==> src/rtl/adcRegPortPkg.sv <==
package adcRegPortPkg;
  localparam int BYTE_W = 8;
  localparam int DATA_W = 12;
  localparam int WORD_W = 2 * BYTE_W;

  typedef enum logic [1:0] {
    PTR_RESULT  = 2'd0,
    PTR_STATUS  = 2'd1,
    PTR_CONTROL = 2'd2,
    PTR_TEST    = 2'd3
  } readPtr_t;

  typedef enum logic [1:0] {
    DST_TEST    = 2'd0,
    DST_CONTROL = 2'd1,
    DST_NONE_A  = 2'd2,
    DST_NONE_B  = 2'd3
  } destSel_t;

  typedef struct packed {
    logic              lowWr;      // low byte write completed
    logic              commit;     // high byte write completed
    logic [BYTE_W-1:0] wrByte;     // byte captured during the strobe
    logic              rdLowRise;  // low-address read completed
    logic              readHigh;   // current read targets the high byte
  } portStrobe_t;
endpackage

==> src/rtl/adcPortCtrl.sv <==
module adcPortCtrl
  import adcRegPortPkg::*;
(
  input  logic              clk,
  input  logic              rstN,
  input  logic              csN,
  input  logic              rdN,
  input  logic              wrN,
  input  logic              hiByteSel,
  input  logic [BYTE_W-1:0] dataIn,
  output portStrobe_t       strb,
  output logic              dataOe
);
  // first stage: the pins as sampled at the last edge
  logic sCsN, sRdN, sWrN, sHb;
  logic [BYTE_W-1:0] sData;
  // second stage: the stage above, one cycle older
  logic pCsN, pRdN, pWrN, pHb;
  logic [BYTE_W-1:0] pData;

  always_ff @(posedge clk or negedge rstN) begin
    if (!rstN) begin
      sCsN  <= 1'b1;
      sRdN  <= 1'b1;
      sWrN  <= 1'b1;
      sHb   <= 1'b0;
      sData <= '0;
      pCsN  <= 1'b1;
      pRdN  <= 1'b1;
      pWrN  <= 1'b1;
      pHb   <= 1'b0;
      pData <= '0;
    end else begin
      sCsN  <= csN;
      sRdN  <= rdN;
      sWrN  <= wrN;
      sHb   <= hiByteSel;
      sData <= dataIn;
      pCsN  <= sCsN;
      pRdN  <= sRdN;
      pWrN  <= sWrN;
      pHb   <= sHb;
      pData <= sData;
    end
  end

  logic wrRise, rdRise;
  assign wrRise = sWrN & ~pWrN & ~pCsN;
  assign rdRise = sRdN & ~pRdN & ~pCsN;

  always_comb begin
    strb.lowWr     = wrRise & ~pHb;
    strb.commit    = wrRise & pHb;
    strb.wrByte    = pData;
    strb.rdLowRise = rdRise & ~pHb;
    strb.readHigh  = sHb;
  end

  assign dataOe = ~sCsN & ~sRdN;

  // the output enable follows the sampled pins by one cycle
  a_r9_oe_follows_pins: assert property (@(posedge clk) disable iff (!rstN)
    dataOe |-> $past(!csN && !rdN));
  // no action fires unless chip select was low during the strobe
  a_r6_cs_gates_actions: assert property (@(posedge clk) disable iff (!rstN)
    (strb.lowWr || strb.commit || strb.rdLowRise) |-> $past(!csN, 2));
  // a completed write is either a low byte or a commit, never both
  a_r3_one_write_kind: assert property (@(posedge clk) disable iff (!rstN)
    $onehot0({strb.lowWr, strb.commit}));
endmodule

==> src/rtl/adcRegDatapath.sv <==
module adcRegDatapath
  import adcRegPortPkg::*;
#(
  parameter logic [DATA_W-1:0] TEST_DEFAULT = 12'h020,
  parameter logic [DATA_W-1:0] CTRL_DEFAULT = 12'h000
) (
  input  logic              clk,
  input  logic              rstN,
  input  portStrobe_t       strb,
  input  logic              dataOe,
  input  logic              convDone,
  input  logic [DATA_W-1:0] convResult,
  output logic [DATA_W-1:0] dataOut
);
  localparam int NUM_WR   = 2;
  localparam int HI_BITS  = DATA_W - BYTE_W;
  localparam int DST_LSB  = WORD_W - 2;
  localparam int PTR_LSB  = WORD_W - 4;

  logic [BYTE_W-1:0] staging;
  logic              lowPending;
  logic              resultNew;
  logic [DATA_W-1:0] resultReg;
  readPtr_t          ptr;
  logic [DATA_W-1:0] regFile [NUM_WR];

  logic [WORD_W-1:0] word;
  destSel_t          dest;
  assign word = {strb.wrByte, staging};
  assign dest = destSel_t'(word[DST_LSB +: 2]);

  always_ff @(posedge clk or negedge rstN) begin
    if (!rstN) begin
      staging    <= '0;
      lowPending <= 1'b0;
      ptr        <= PTR_RESULT;
    end else if (strb.lowWr) begin
      staging    <= strb.wrByte;
      lowPending <= 1'b1;
    end else if (strb.commit) begin
      lowPending <= 1'b0;
      ptr        <= readPtr_t'(word[PTR_LSB +: 2]);
    end
  end

  // writable registers: index 0 test, index 1 control
  for (genvar i = 0; i < NUM_WR; i++) begin : gRegs
    localparam logic [DATA_W-1:0] DEF = (i == 0) ? TEST_DEFAULT : CTRL_DEFAULT;
    always_ff @(posedge clk or negedge rstN) begin
      if (!rstN)
        regFile[i] <= DEF;
      else if (strb.commit && (dest == destSel_t'(i)))
        regFile[i] <= word[DATA_W-1:0];
    end
  end

  always_ff @(posedge clk or negedge rstN) begin
    if (!rstN) begin
      resultReg <= '0;
      resultNew <= 1'b0;
    end else if (convDone) begin
      resultReg <= convResult;
      resultNew <= 1'b1;
    end else if (strb.rdLowRise && ptr == PTR_RESULT) begin
      resultNew <= 1'b0;
    end
  end

  logic [DATA_W-1:0] statusWord, selVal, muxOut;
  assign statusWord = {ptr, lowPending, resultNew, {(DATA_W-4){1'b0}}};

  always_comb begin
    unique case (ptr)
      PTR_RESULT:  selVal = resultReg;
      PTR_STATUS:  selVal = statusWord;
      PTR_CONTROL: selVal = regFile[1];
      default:     selVal = regFile[0];
    endcase
    if (strb.readHigh)
      muxOut = {{BYTE_W{1'b0}}, selVal[DATA_W-1 -: HI_BITS]};
    else if (ptr == PTR_RESULT || ptr == PTR_STATUS)
      muxOut = selVal;
    else
      muxOut = {{HI_BITS{1'b0}}, selVal[BYTE_W-1:0]};
  end

  assign dataOut = dataOe ? muxOut : '0;

  // a staged low byte leaves the registers alone
  a_r2_low_no_commit: assert property (@(posedge clk) disable iff (!rstN)
    strb.lowWr |=> ($stable(regFile[0]) && $stable(regFile[1]) && $stable(ptr)));
  // pending flag tracks staging
  a_r10_pending_set: assert property (@(posedge clk) disable iff (!rstN)
    strb.lowWr |=> lowPending);
  a_r10_pending_clear: assert property (@(posedge clk) disable iff (!rstN)
    strb.commit |=> !lowPending);
  // a new conversion always raises the flag
  a_r10_new_result: assert property (@(posedge clk) disable iff (!rstN)
    convDone |=> (resultNew && resultReg == $past(convResult)));
  // restoring word brings back the default
  a_r4_restore: assert property (@(posedge clk) disable iff (!rstN)
    (strb.commit && strb.wrByte == 8'h00 && staging == 8'h20) |=> regFile[0] == TEST_DEFAULT);
  // quiet bus when not enabled
  a_r9_quiet_bus: assert property (@(posedge clk) disable iff (!rstN)
    !dataOe |-> dataOut == '0);
endmodule

==> src/rtl/adcRegPort.sv <==
module adcRegPort
  import adcRegPortPkg::*;
#(
  parameter logic [11:0] TEST_DEFAULT = 12'h020
) (
  input  logic        clk,
  input  logic        rstN,
  input  logic        csN,
  input  logic        rdN,
  input  logic        wrN,
  input  logic        hiByteSel,
  input  logic [7:0]  dataIn,
  output logic [11:0] dataOut,
  output logic        dataOe,
  input  logic        convDone,
  input  logic [11:0] convResult
);
  portStrobe_t strb;

  adcPortCtrl uCtrl (
    .clk(clk), .rstN(rstN), .csN(csN), .rdN(rdN), .wrN(wrN),
    .hiByteSel(hiByteSel), .dataIn(dataIn), .strb(strb), .dataOe(dataOe)
  );

  adcRegDatapath #(.TEST_DEFAULT(TEST_DEFAULT)) uData (
    .clk(clk), .rstN(rstN), .strb(strb), .dataOe(dataOe),
    .convDone(convDone), .convResult(convResult), .dataOut(dataOut)
  );
endmodule

==> config.mk <==
export PLATFORM = sky130hd
export DESIGN_NAME = adcRegPort
export DESIGN_NICKNAME = d
export VERILOG_FILES = /design/src/rtl/adcRegPortPkg.sv /design/src/rtl/adcPortCtrl.sv /design/src/rtl/adcRegDatapath.sv /design/src/rtl/adcRegPort.sv
export SDC_FILE = /design/constraint.sdc
export NUM_CORES = 1
export LEC_CHECK = 0
export ABC_AREA = 1
export CORE_MARGIN = 2
export CORE_UTILIZATION = 45
export DETAILED_ROUTE_END_ITERATION = 10
export PLACE_DENSITY = 0.78
export RECOVER_POWER = 50
export SLEW_MARGIN = 20
export SYNTH_ARGS = -nofsm -noshare
export SYNTH_HDL_FRONTEND = slang
export SYNTH_SLANG_ARGS = --single-unit
==> constraint.sdc <==
create_clock -name clk -period 1.61 [get_ports clk]
set_clock_uncertainty 0.15 [all_clocks]
set_input_delay 0.4025 -clock clk [delete_from_list [all_inputs] [get_ports clk]]
set_output_delay 0.4025 -clock clk [all_outputs]
set_load 0.01 [all_outputs]
Word level (Yosys, flattened, before mapping) --
Cells that the tools add are included.
Cells by class: equality and inequality tests 3, muxes and demuxes 8, bitwise logic cells 15, reductions and logical operators 9
Operators with widths (count):
- $mux 12 | 3
- $pmux 12 s3 | 1
- $and 1x1->1 | 8
- $not 1->1 | 7
- $eq 2x1->1 const B | 2
- $logic_not 2->1 | 2
- $mux 1 | 4
- $reduce_bool 2->1 | 2
- $logic_and 1x1->1 | 3
- $eq 2x2->1 const B | 1
- $reduce_and 2->1 | 1
- $logic_or 1x1->1 | 1
Storage, ports and cells: bits in registers 72, input port bits 27

Longest topological paths before layout --
word-level depth 7, mapped depth 8, gate-level depth less buffers 7

Hierarchy --
From an unflattened synthesis, not the netlist that was laid out.
Second synthesis, totals: cells, all modules 309, area total of the unflattened synthesis 2867.8 µm²
Modules (own cells, without submodules):
- adcRegDatapath | instances 1, cells each 272, area each 2207.1 µm²
- adcPortCtrl | instances 1, cells each 37, area each 660.6 µm²

Worst setup path after synthesis --
No wires, ideal clock.
path kind flip-flop to output port, start point register uCtrl.sRdN, end point output dataOut[2], arrival 1186 ps, setup slack -128 ps, cell stages (with the launch flop) 6, cell sequence dfstp_2 > nor2_1 > inv_1 > nor2_1 > inv_1 > o21ai_0
Between the ends: word-level cells in the longest chain between the ends 3
RTL lines:
- start: declaration | RTL line adcPortCtrl.sv:15 | logic sCsN, sRdN, sWrN, sHb;
- start signal: assignment | RTL line adcPortCtrl.sv:35 | sRdN <= rdN;
- $not 1->1 | RTL line adcPortCtrl.sv:59 | assign dataOe = ~sCsN & ~sRdN;
- $and 1x1->1 | RTL line adcPortCtrl.sv:59
- via dataOe | RTL line adcRegPort.sv:14 | output logic dataOe,
- $mux 12 | RTL line adcRegDatapath.sv:87 | assign dataOut = dataOe ? muxOut : '0;
- end: declaration | RTL line adcRegPort.sv:13 | output logic [11:0] dataOut,
The timed path passes the listed nets, and every way through them passes these cells.

Final worst setup path --
start point register uData.ptr[0], end point output dataOut[9]
Between the ends: word-level cells in the longest chain between the ends 5
RTL lines:
- start: declaration | RTL line adcRegDatapath.sv:24 | readPtr_t ptr;
- start signal: assignment | RTL line adcRegDatapath.sv:42 | ptr <= readPtr_t'(word[PTR_LSB +: 2]);
- $eq 2x2->1, or another cell as far along | RTL line adcRegDatapath.sv:73 | unique case (ptr)
- $pmux 12 s3 / $logic_or 1x1->1 (equally long branches) | RTL line adcRegDatapath.sv:73, adcRegDatapath.sv:81
- $mux 12 * | RTL line adcRegDatapath.sv:81 | else if (ptr == PTR_RESULT || ptr == PTR_STATUS)
- $mux 12 * | RTL line adcRegDatapath.sv:79 | if (strb.readHigh)
- $mux 12 * | RTL line adcRegDatapath.sv:87
Every way passes the cells marked *; elsewhere a longest branch is shown, timed or not.

==> results.yml <==
synthesis:
  synth_edf_count: 0
  syn-num-nets: 333
  netlist_instances: 306
  yosys.cell_count.top_type: "nand2_1"
  netlist.area_leader.share_pct: 55.82
  ys_ff_latch: 72
  yosys_warnings: 0
  synth.avg_cell_area_um2: 9.523
  yosysSeqAreaShare_pct: 62.13
  yosysTopAreaCell: "dfrtp_1"
  synthTopCellsByArea: "dfrtp_1, nand2_1, dfstp_2"
  dominantRegCellSynth: "dfrtp_1"
  async_flop_share_pct: 100.0
  synth.distinct_cells: 25
  synthTopCellsByCount: "nand2_1, dfrtp_1, inv_1, o21ai_0, nor2_1"
  synth.cell_area_um2: 2914
cells_and_area:
  drive_gt1_share_pct: 26.79
  nNetsFinal: 400
  regArea_um2: 1812
  area_growth_pct: 31.69
  fillers: 539
  diodes: 0
  multi_input_area_um2: 967.2
sta:
  finalSetupViolations: 13
  maxSlewViolCount: 0
  period_share_pct: 140.1
  finalCriticalPeriod_ns: 2.255
  fmax_ghz: 0.4434
  worst_slew_pin_slew_ns: 0.6304
  rsz0062_at_grt: "yes"
  setup_ws_ns: -0.6453
  finalHoldViolations: 0
  tns_ns: -6.976
  relSlewSlack_pct: 57.97
setup_path:
  critPathLaunch: "uData.ptr[0]$_DFFE_PN0P_"
  cp-end-kind: "output port"
  path_max_fanout: 5
  r2r-start: "uCtrl.sWrN$_DFF_PN1_"
  critical_path_class: "reg -> out"
  critical-path-top-delay-family: "simple AND/OR/NAND/NOR gates"
  crit_path_start_kind: "flop"
  cp_common_cell: "buf_6"
  max_stage_delay_ns: 0.45
  critPathSlowestCell: "dfrtp_2"
  cp_num_buf_inv: 3
  critPathRequiredTime_ns: 1.06
  crit_chain: "buf_6 > nor2_4 > buf_6 > nand2_4 > nand3_2 > nand2_2 > nor3_2 > buf_2"
  cp.arrival_ns: 1.70
drt:
  first_pass_iters: 5
  drc_errors: 0
  vias: 2217
  wl_um: 6320
  ant_nets: 0
  wl_per_cell_um: 13.92
  vias_per_cell: 4.883
  drt-initial-drc-count: 147
clocking:
  cts.sinks: 72
  cts_max_level: 3
  cts_tree: "yes"
  cts_inserted_buffers: 9
  cts_buffer_depth: 2
  cts_root_buf: "clkbuf_8"
  worstSkewPairLatency_ns: 0.36
  cts.clk_slew.worst_paths_ns: 0.08
run_status:
  status: "finished, violations left"
  violations: "negative setup slack"
power:
  p_sw_share_pct: 27.47
  p_sw_w: 0.001279
  power.leakage_nw: 1.931
  internal_power_w: 0.003376
  ir_drop_mv: 0.6200
  powerDensity_nw_per_um2: 1213
  total_power_w: 0.004655
  clockPowerShare_pct: 35.2
  comb_power_share_pct: 18.0
  seqPwrFrac_pct: 46.8
floorplan:
  ios: 40
  die_h_um: 84.47
  dieArea_um2: 7135
  core-area_um2: 6314
  row_count: 29
  die_w_um: 84.47
  start_util_pct: 46.16
global_route:
  first_global_vias: 2284
  overflow: 0
  grt_util_all_layers_pct: 19.77
  grt_pass1_wl_um: 10890
  grt_max_degree: 73
  antenna_found_initial: 0
placed_design:
  place_congestion: 0.8390
  io_buffers: 39
  dpl.hpwl_um: 4185
worst_hold_path:
  worstHoldPathType: "reg -> reg"
  hold_start: "uCtrl.sData[4]$_DFF_PN0_"
run:
  drv_cap: 0
==> final cells by class <==
| type | instances | share of cell area (%) |
|---|---|---|
| Tap cell | 77 | 2.511 |
| Clock buffer | 11 | 3.945 |
| Sequential cell | 72 | 47.21 |
| Timing Repair Buffer | 65 | 15.32 |
| Clock inverter | 4 | 1.989 |
| Multi-Input combinational cell | 186 | 25.20 |
| Inverter | 39 | 3.815 |
==> metrics by stage <==
stage | setup WS (ns) | instances | area [um2] | util, % | hold slack (ns)
finish | -0.6453 | 454 | 3837 | 60.78 | 0.2017
global placement | -0.5338 | 433 | 3545 | 56.14 | 0.1829
floorplan | -0.04320 | 306 | 2945 | - | -0.04309
global route | -0.7053 | 454 | 3837 | 60.78 | 0.2070
CTS | -0.6156 | 454 | 3827 | 60.62 | 0.2022
detailed placement | -0.6170 | 433 | 3545 | 56.14 | 0.1855
==> cell families (layout without fill, tap and decap cells) <==
group / after synthesis / count (layout) / share of synthesized area, %
AND/OR/NAND/NOR: 131 / 131 / 19.02
flip-flops: 72 / 72 / 62.13
buffers and inverters: 48 / 119 / 7.428
AO/OA/AOI/OAI: 55 / 55 / 11.42
==> per-layer routing <==
metal  part of all wire (%)  GRT usage, %  up-vias
li1                       -             -     1092
met5                      0             0        -
met1                     45         26.24     1038
met2                     48         30.52       66
met4                    2.9         10.25        0
met3                    4.7         4.621       21
==> timing repair <==
item / CTS / global route
pin swaps: 6 / 5
hold buffers: 1 / 0
resized for setup: 66 / 11
buffers inserted: 5 / 0
endpoints found under the hold margin: 65 / 0
endpoints found under the setup margin: 13 / 20
==> state kept, by name (all words and copies together) (netlist names), 2 cells and up <==
name,flops
uData.regFile,24
uData.ptr,2
uCtrl.pData,8
uCtrl.sData,8
uData.staging,8
uData.resultReg,12
==> path summary, 6_finish.rpt <==
check                                                 to  slack [ns]  cells past startpoint
max in group asynchronous       uData.ptr[0]$_DFFE_PN0P_        0.34                      3
max reg2reg                 uData.regFile[0]$_DFFE_PN0P_        0.08                      7
min in group asynchronous  uData.regFile[20]$_DFFE_PN0P_        0.52                      3
max                                           dataOut[9]       -0.65                      8
min reg2reg                     uCtrl.pData[4]$_DFF_PN0_        0.20                      0
min                             uCtrl.pData[4]$_DFF_PN0_        0.20                      0
==> placed cells by master (no fill, tap or decap), types with 3 or more instances in the layout <==
| cell | instances |
|---|---|
| nand2_1 | 88 |
| dfrtp_1 | 64 |
| inv_1 | 35 |
| o21ai_0 | 17 |
| o21ai_1 | 14 |
| dlygate4sd3_1 | 14 |
| buf_4 | 14 |
| o21ai_2 | 13 |
| nor2_1 | 13 |
| clkdlybuf4s50_1 | 12 |
| clkbuf_8 | 11 |
| buf_2 | 11 |
| buf_6 | 9 |
| nand2_2 | 7 |
| a21oi_1 | 5 |
| or2_2 | 4 |
| inv_2 | 4 |
| o211ai_1 | 4 |
| dfstp_2 | 4 |
| nand3_2 | 3 |
| nor3_2 | 3 |
| nand2_4 | 3 |
| dfstp_1 | 3 |
==> power groups by stage <==
stage / combinational [W] / sequential, W / clock, W
2_1_floorplan: 0.000460 / 0.00216 / 0
3_3_place_gp: 0.000720 / 0.00219 / 0
3_5_place_dp: 0.000753 / 0.00220 / 0
4_1_cts: 0.000833 / 0.00217 / 0.00166
5_1_grt: 0.000947 / 0.00220 / 0.00173
6_report: 0.000837 / 0.00218 / 0.00164
Power figures use the tool's default switching activity.
